===== config.mk =====
export PLATFORM = sky130hd
export DESIGN_NAME = uart_irq_unit
export DESIGN_NICKNAME = d
export VERILOG_FILES = /design/src/rtl/uart_irq_pkg.sv /design/src/rtl/uart_irq_rx_track.sv /design/src/rtl/uart_irq_status.sv /design/src/rtl/uart_irq_regif.sv /design/src/rtl/uart_irq_lines.sv /design/src/rtl/uart_irq_unit.sv
export SDC_FILE = /design/constraint.sdc
export NUM_CORES = 1
export LEC_CHECK = 0
export ABC_CLOCK_PERIOD_IN_PS = 1340
export BUFFER_PORTS_ARGS = -buffer_cell sky130_fd_sc_hd__buf_2
export CAP_MARGIN = 20
export CELL_PAD_IN_SITES_DETAIL_PLACEMENT = 0
export CELL_PAD_IN_SITES_GLOBAL_PLACEMENT = 1
export CORE_MARGIN = 2
export CORE_UTILIZATION = 31
export DETAILED_ROUTE_END_ITERATION = 6
export GPL_ROUTABILITY_DRIVEN = 0
export PLACE_DENSITY = 0.8
export SETUP_SLACK_MARGIN = 0.05
export SYNTH_ARGS = -nofsm -noshare
export SYNTH_HDL_FRONTEND = slang
export SYNTH_SLANG_ARGS = --single-unit

===== constraint.sdc =====
create_clock -name clk -period 1.34 [get_ports clk]
set_input_delay 0.201 -clock clk [delete_from_list [all_inputs] [get_ports clk]]
set_output_delay 0.201 -clock clk [all_outputs]
set_load 0.01 [all_outputs]

===== src/rtl/uart_irq_pkg.sv =====
package uart_irq_pkg;
  localparam int NSRC   = 11;
  localparam int NOUT   = 6;
  localparam int MS_LO  = 0;
  localparam int MS_W   = 4;
  localparam int B_RX   = 4;
  localparam int B_TX   = 5;
  localparam int B_RT   = 6;
  localparam int ERR_LO = 7;
  localparam int ERR_W  = 4;

  typedef enum logic [1:0] {
    SEL_MASK   = 2'd0,
    SEL_RAW    = 2'd1,
    SEL_MASKED = 2'd2,
    SEL_CLEAR  = 2'd3
  } reg_sel_e;

  // source bits covered by each output line
  function automatic logic [NSRC-1:0] line_group(input int idx);
    logic [NSRC-1:0] m;
    m = '0;
    case (idx)
      0: m = '1;
      1: m[B_RX] = 1'b1;
      2: m[B_TX] = 1'b1;
      3: m[B_RT] = 1'b1;
      4: m[MS_LO +: MS_W] = '1;
      default: m[ERR_LO +: ERR_W] = '1;
    endcase
    return m;
  endfunction
endpackage


===== src/rtl/uart_irq_rx_track.sv =====
module uart_irq_rx_track #(
  parameter int CNT_W = 5
) (
  input  logic             push,
  input  logic             pop,
  input  logic [CNT_W-1:0] count,
  input  logic [CNT_W-1:0] trigger,
  output logic             rx_set,
  output logic             rx_clr
);
  localparam int EXT_W = CNT_W + 1;

  logic [EXT_W-1:0] count_next;
  logic             trig_nz;

  always_comb begin
    count_next = {1'b0, count} + EXT_W'(1);
    trig_nz    = |trigger;
    rx_set     = push && (count_next == {1'b0, trigger});
    rx_clr     = pop && trig_nz && (count == trigger);
  end
endmodule


===== src/rtl/uart_irq_status.sv =====
module uart_irq_status
  import uart_irq_pkg::*;
#(
  parameter int W = NSRC
) (
  input  logic             clk,
  input  logic             rst_n,
  input  logic [W-1:0]     set_vec,
  input  logic [W-1:0]     clr_vec,
  input  logic             modem_upd,
  input  logic [MS_W-1:0]  modem_pins,
  output logic [W-1:0]     raw_o
);
  logic [W-1:0] raw_q;
  logic [W-1:0] kept;
  logic [W-1:0] raw_d;

  always_comb begin
    kept = raw_q & ~clr_vec;
    if (modem_upd) kept[MS_LO +: MS_W] = '0;
    raw_d = kept | set_vec;
    if (modem_upd) raw_d[MS_LO +: MS_W] = raw_d[MS_LO +: MS_W] | modem_pins;
  end

  always_ff @(posedge clk or negedge rst_n) begin
    if (!rst_n) raw_q <= '0;
    else        raw_q <= raw_d;
  end

  assign raw_o = raw_q;
endmodule


===== src/rtl/uart_irq_regif.sv =====
module uart_irq_regif
  import uart_irq_pkg::*;
#(
  parameter int W      = NSRC,
  parameter int DATA_W = 32
) (
  input  logic              clk,
  input  logic              rst_n,
  input  logic              wr_en,
  input  logic [1:0]        addr,
  input  logic [DATA_W-1:0] wdata,
  input  logic [W-1:0]      raw_i,
  output logic [W-1:0]      mask_o,
  output logic [W-1:0]      clr_o,
  output logic [DATA_W-1:0] rdata_o
);
  reg_sel_e     sel;
  logic [W-1:0] mask_q;

  assign sel = reg_sel_e'(addr);

  always_ff @(posedge clk or negedge rst_n) begin
    if (!rst_n)                          mask_q <= '0;
    else if (wr_en && sel == SEL_MASK)   mask_q <= wdata[W-1:0];
  end

  always_comb begin
    clr_o = '0;
    if (wr_en && sel == SEL_CLEAR) clr_o = wdata[W-1:0];
  end

  always_comb begin
    rdata_o = '0;
    case (sel)
      SEL_MASK:   rdata_o[W-1:0] = mask_q;
      SEL_RAW:    rdata_o[W-1:0] = raw_i;
      SEL_MASKED: rdata_o[W-1:0] = raw_i & mask_q;
      default:    rdata_o = '0;
    endcase
  end

  assign mask_o = mask_q;
endmodule


===== src/rtl/uart_irq_lines.sv =====
module uart_irq_lines
  import uart_irq_pkg::*;
#(
  parameter int W = NSRC,
  parameter int N = NOUT
) (
  input  logic         clk,
  input  logic         rst_n,
  input  logic [W-1:0] raw_i,
  input  logic [W-1:0] mask_i,
  output logic [N-1:0] irq_o
);
  logic [W-1:0] active;
  assign active = raw_i & mask_i;

  for (genvar g = 0; g < N; g++) begin : g_line
    localparam logic [W-1:0] GRP = line_group(g);
    logic line_q;
    always_ff @(posedge clk or negedge rst_n) begin
      if (!rst_n) line_q <= 1'b0;
      else        line_q <= |(active & GRP);
    end
    assign irq_o[g] = line_q;
  end
endmodule


===== src/rtl/uart_irq_unit.sv =====
module uart_irq_unit
  import uart_irq_pkg::*;
#(
  parameter int CNT_W = 5
) (
  input  logic             clk,
  input  logic             rst_n,
  input  logic             reg_wr_en,
  input  logic [1:0]       reg_addr,
  input  logic [31:0]      reg_wdata,
  output logic [31:0]      reg_rdata,
  input  logic             tx_data_wr,
  input  logic             rx_push,
  input  logic             rx_pop,
  input  logic [CNT_W-1:0] rx_count,
  input  logic [CNT_W-1:0] rx_trigger,
  input  logic             rx_timeout,
  input  logic [3:0]       err_ev,
  input  logic             modem_upd,
  input  logic [3:0]       modem_pins,
  output logic [5:0]       irq_o
);
  logic [NSRC-1:0] raw_q;
  logic [NSRC-1:0] mask_q;
  logic [NSRC-1:0] sw_clr;
  logic [NSRC-1:0] set_vec;
  logic [NSRC-1:0] clr_vec;
  logic            rx_set;
  logic            rx_clr;

  uart_irq_rx_track #(.CNT_W(CNT_W)) u_rx (
    .push(rx_push), .pop(rx_pop), .count(rx_count), .trigger(rx_trigger),
    .rx_set(rx_set), .rx_clr(rx_clr)
  );

  always_comb begin
    set_vec = '0;
    set_vec[B_RX] = rx_set;
    set_vec[B_TX] = tx_data_wr;
    set_vec[B_RT] = rx_timeout;
    set_vec[ERR_LO +: ERR_W] = err_ev;
    clr_vec = sw_clr;
    clr_vec[B_RX] = sw_clr[B_RX] | rx_clr;
  end

  uart_irq_status #(.W(NSRC)) u_status (
    .clk(clk), .rst_n(rst_n), .set_vec(set_vec), .clr_vec(clr_vec),
    .modem_upd(modem_upd), .modem_pins(modem_pins), .raw_o(raw_q)
  );

  uart_irq_regif #(.W(NSRC), .DATA_W(32)) u_regif (
    .clk(clk), .rst_n(rst_n), .wr_en(reg_wr_en), .addr(reg_addr),
    .wdata(reg_wdata), .raw_i(raw_q), .mask_o(mask_q), .clr_o(sw_clr),
    .rdata_o(reg_rdata)
  );

  uart_irq_lines #(.W(NSRC), .N(NOUT)) u_lines (
    .clk(clk), .rst_n(rst_n), .raw_i(raw_q), .mask_i(mask_q), .irq_o(irq_o)
  );
endmodule


==> out/results.ini, run 1 <==
[setup_path]
slowest_delay_ns = 0.40
arrival_ns = 1.12
worstPathRequired_ns = 1.14
cp_top_family = flip-flops
cp_max_fo = 3
startpoint_type = flop
slowest_stage = dfrtp_1
cp_cell_sequence = mux2i_1 > o22ai_2 > buf_2
crit_buf_inv = 1
cp-end-kind = output port
crit_type = reg2out

[cts]
clock_sinks = 28
cts_tree = done
cts_max_path_buffers = 2
clk_latency_ns = 0.27
cts_buffers = 3
htreeDepth = 1
clkTransAtPathRegs_ns = 0.09
ctsRootBufferMaster = clkbuf_8

[final_layout]
fillers = 548
final_util_pct = 41.3
final_net_count = 299
n_antenna_cell = 0
syn_to_final_growth_pct = 27.5
final_cell_count_no_fill = 307
regArea_sq_um = 701
post_route_cells_drive_above_1_share_pct = 40.1
multi_input_area_sq_um = 828

[grt]
antenna_found_initial = 0
grt_pass1_wl_mm = 5.38
grt_usage_pct = 11.3
grt_pass1_vias = 1197
grt_max_degree = 16
grt_overflow = 0

[yosys]
synth_top_area_cell = dfrtp_1
synth-async-reset-ratio_pct = 100
synth_top_family_by_area = buffers and inverters
ys_top_cells_by_area = dfrtp_1 (42%), buf_4 (13%), nand2_1 (7.9%)
synth_edf_count = 0
synth_top_area_share_pct = 42.0
synth_xor_area_share_pct = 4.13
syn_area_per_cell_sq_um = 9.63
ys_types = 29
synth.yosys.warnings = 0
yosysSeqAreaShare_pct = 42.0
synth_fa_ha_area_share_pct = 0.751
yosys.area_share.simple_pct = 12.7
synth_mux_area_share_pct = 14.0
syn_inst = 173
synth_compound_area_share_pct = 11.3
synthFlopType = dfrtp_1
syn_area_sq_um = 1670
ys_ff_latch = 28

[placed_design]
hpwl_mm = 2.80
dp.cells = 294
preCtsSetupSlack_ns = -0.0448
io_buffer_count = 55

[flow_run]
drv_cap = 0

[sta]
rsz0062_at_grt = yes
worst_clock_skew_ns = 0.00372
finalMaxSlewViolations = 0
finalCriticalPeriod_ns = 1.32
setup_slack_ns = 0.0170
fmax_mhz = 756
worst_hold_slack_ns = 0.106
fin_crit_sh_pct = 98.7
hold_violations = 0
setup_violations = 0

[worst_hold_path]
hp-class = in2reg

[floorplan]
io_pins = 98
rows = 26
fp.dieH_um = 77.3
coreArea_sq_um = 5140
initial_core_util_pct = 32.4
dieArea_sq_um = 5980
die_w_um = 77.3

[pwr]
power.total_mw = 2.16
irDropWorstVdd_mv = 0.416
pwr_density_cell_nw_per_um2 = 1020
power.leakage_nw = 1.05

[route]
ant_nets = 0
detailedRoute.firstPassIterationCount = 4
vias_per_cell = 4.30
drc = 0
drt_iter0_markers = 21
wl_per_cell_um = 10.9
finalWirelength_mm = 3.35
dr_total_vias = 1320

[run_status]
status = finished, final reports clean

==> power by group <==
group	internal [mW]	leakage [nW]	switching [mW]
Sequential	0.960	0.315	0.0676
Combinational	0.311	0.702	0.318
Clock	0.263	0.0288	0.243
Total	1.53	1.05	0.629
==> registers in the layout, summed over array words and instances (netlist names) <==
register               count
u_lines.g_line.line_q      6
u_regif.mask_o            11
u_status.raw_o            11
==> placed cells by master, fill, tap and decap left out, types with 2 or more instances in the layout <==
cell	synthesis	layout
o22ai_1	11	7
nand2b_1	2	2
mux2_2	11	11
clkbuf_8	0	4
buf_4	28	15
nand4_1	3	3
inv_1	4	4
xor2_1	2	2
dfrtp_1	28	28
nand2_2	0	2
and3_1	2	2
a21o_1	6	6
nand2_1	35	33
conb_1	1	21
o21ai_0	5	5
o22ai_2	0	4
buf_2	3	55
mux2i_1	11	11
and2_1	2	2
nor2_1	3	3
buf_12	0	2
xnor2_1	4	4
==> synthesized netlist by cell type, drive strengths merged, types with 3 or more instances <==
cell type,count
buf,31
xnor2,5
nand2,35
o22ai,11
o21ai,5
mux2i,11
nand4,3
nor2,3
dfrtp,28
inv,4
mux2,11
a21o,6
==> worst reg2reg max path, delay by kind of cell, from the launching register on <==
family        cells  cell delay, ns
flops             1            0.40
simple gates      4            0.53
==> layout make-up <==
type	instances	area share, %
inverter	4	0.707
sequential	28	33.0
tap	70	4.12
clock buffer	4	2.59
multi-input combinational	128	39.0
timing repair buffer	73	20.6
==> logic make-up (layout without fill, tap and decap cells) <==
group                    count (synthesis)  after routing
AND/OR/NAND/NOR                         49             49
flip-flops                              28             28
XOR/XNOR                                 7              7
buffers and inverters                   37             81
other                                    1             21
adder cells (fa/ha/maj)                  1              1
AO/OA/AOI/OAI                           28             28
multiplexers                            22             22
==> through the flow <==
step                      instance area [sq um]  setup TNS [ns]
after floorplan                            1740               0
after global placement                     1970         -0.0403
after detailed placement                   1970         -0.0448
after CTS                                  2060               0
after global routing                       2120         -0.0761
final                                      2120               0
==> timing repair <==
| item | in CTS | in global routing |
|---|---|---|
| gates cloned | 0 | 0 |
| endpoints found under the setup margin | 4 | 11 |
| pin swaps | 3 | 5 |
| hold buffers | 1 | 0 |
| endpoints found under the hold margin | 14 | 0 |
| gates resized for setup | 4 | 2 |
| setup buffers | 1 | 7 |
==> worst paths after layout <==
kind | startpoint | to | slack, ns | cells after the start
setup / recovery | u_status.raw_o[1] | reg_rdata[1] | 0.02 | 3
setup reg to reg | u_status.raw_o[2] | u_lines.g_line[0].line_q | 0.29 | 4
hold reg to reg | u_status.raw_o[10] | u_status.raw_o[10] | 0.51 | 1
max in group asynchronous | rst_n | u_status.raw_o[10] | 0.58 | 3
min in group asynchronous | rst_n | u_lines.g_line[3].line_q | 0.37 | 2
hold / removal | err_ev[3] | u_status.raw_o[10] | 0.11 | 2
==> per-layer routing <==
layer  share of wire, %  global-route usage [%]  wire, um  vias to the layer above
met1                 43                    14.4      1440                      593
met5                  0                       0         0                        -
met4               0.99                    3.21        33                        0
met3                5.4                    2.24       182                        4
li1                   -                       -         -                      679
met2                 50                    19.4      1690                       44
No activity file was read; power rests on OpenSTA's default activity.
==> run 2, diff against run 1 <==
- CORE_MARGIN: 2 -> 4
- SLEW_MARGIN: default -> 25
==> run 2 against run 1 <==
Compared with the run above:
- via count down 0.76%
- routed wire length rose by 6.4%
- combinational power fell by 4.0%
- critical path type unchanged
- largest power group unchanged
==> out/results.ini, run 2 (synthesis results as in run 1) <==
[run_status]
status = finished, final reports clean

[grt]
grt_pass1_vias = 1264
antenna_found_initial = 0
grt_pass1_wl_mm = 5.65
grt_overflow = 0
grt_usage_pct = 11.1
grt_max_degree = 29

[setup_path]
r2r-end = u_lines.g_line[0].line_q
crit_end = reg_rdata[5]
rrSetupSlack_ns = 0.32
crit_buf_inv = 1
startpoint_type = flop
path_depth = 3
critPathLaunch = u_status.raw_o[5]
rr_worst_depth = 4
cp_cell_sequence = mux2i_1 > o22ai_2 > buf_2
cp-end-kind = output port
arrival_ns = 1.10
r2r_start = u_status.raw_o[3]
cp_max_fo = 3
worstPathRequired_ns = 1.14
slowest_stage = dfrtp_1
slowest_delay_ns = 0.42
crit_type = reg2out
cp_top_family = flip-flops

[pwr]
power.leakage_nw = 1.01
pwr_density_cell_nw_per_um2 = 1010
irDropWorstVdd_mv = 0.448

[sta]
max-slew-margin-rel_pct = 57.3
fmax_mhz = 768
rsz0062_at_grt = yes
worst_clock_skew_ns = 0.00359
finalCriticalPeriod_ns = 1.30
setup_violations = 0
max_slew.worst_pin.slew_ns = 0.640
hold_violations = 0
setup_tns_ns = 0
fin_crit_sh_pct = 97.1
finalMaxSlewViolations = 0

[final_layout]
post_route_cells_drive_above_1_share_pct = 39.0
n_antenna_cell = 0
final_cell_count_no_fill = 301
layout_commonest_cell = buf_2
syn_to_final_growth_pct = 23.8
final_net_count = 294
final_cell_mix = buf_2 (55), nand2_1 (32), dfrtp_1 (28)

[cts]
cts_buffers = 3
clock_sinks = 28
ctsRootBufferMaster = clkbuf_8
cts_max_path_buffers = 2
clkTransAtPathRegs_ns = 0.09
clk_latency_ns = 0.27
cts_tree = done
htreeDepth = 1

[flow_run]
drv_cap = 0

[placed_design]
io_buffer_count = 55
hpwl_mm = 2.94
dp.cells = 294

[route]
finalWirelength_mm = 3.56
detailedRoute.firstPassIterationCount = 3
drt_iter0_markers = 22
wl_per_cell_um = 11.8
vias_per_cell = 4.35
drc = 0
ant_nets = 0
dr_total_vias = 1310

[floorplan]
io_pins = 98
dieArea_sq_um = 6610
rows = 26
initial_core_util_pct = 32.2
coreArea_sq_um = 5170
fp.dieH_um = 81.3
die_w_um = 81.3

[worst_hold_path]
min_path_cells = 2
hp-class = in2reg

==> run 2: cell count changes in the layout (fill, tap and decap cells not counted), sizes merged <==
cell    delta
buf        -5
clkbuf     -1
==> run 2: layout make-up <==
type,instances,area [sq um]
clock buffers,3,41.3
fillers,566,3110
repair buffers,68,388
well taps,70,87.6
inverters,4,15.0
multi-input cells,128,831
flip-flops and latches,28,701
==> run 2: repair_timing <==
action	4_1_cts	5_1_grt
hold endpoints to repair	28	0
endpoints found under the setup margin	4	11
pin swaps	1	5
hold buffers	1	0
gates resized for setup	3	4
setup buffers	0	3
==> run 2: power by group <==
group	internal (mW)	leakage [nW]	switching, mW
clock	0.202	0.0216	0.241
sequential	0.960	0.315	0.0701
combinational	0.290	0.674	0.314
total	1.45	1.01	0.625
==> run 2: routing by layer <==
metal / wire [um] / part of all wire [%] / track usage [%]
met1: 1450 / 41 / 13.2
met5: 0 / 0 / 0
met3: 212 / 6.0 / 2.22
met2: 1860 / 52 / 20.3
met4: 38 / 1.1 / 3.04
==> run 2: metrics by stage <==
step                      worst slack [ns]  power [mW]  hold WS, ns  instance area (sq um)  util [%]
after floorplan                     0.0976        1.46      -0.0946                   1740         -
after global placement             -0.0420        1.62        0.253                   1960      37.8
after detailed placement           -0.0710        1.63        0.263                   1960      37.8
after CTS                           0.0223        2.09       0.0922                   2020      39.0
after global routing               -0.0462        2.23       0.0945                   2060      39.9
final                               0.0387        2.08        0.103                   2060      39.9
==> run 2: worst reg2reg max path, delay by kind of cell (launching register included) <==
kind | cells | cell delay (ns)
flip-flops | 1 | 0.41
AND/OR/NAND/NOR | 4 | 0.50
==> run 2: worst min path at each step <==
stage	start	end
after floorplan	rst_n	u_lines.g_line[0].line_q
after global placement	rst_n	u_regif.mask_o[3]
after detailed placement	rst_n	u_status.raw_o[8]
after CTS	err_ev[1]	u_status.raw_o[8]
after global routing	err_ev[1]	u_status.raw_o[8]
final	err_ev[0]	u_status.raw_o[7]
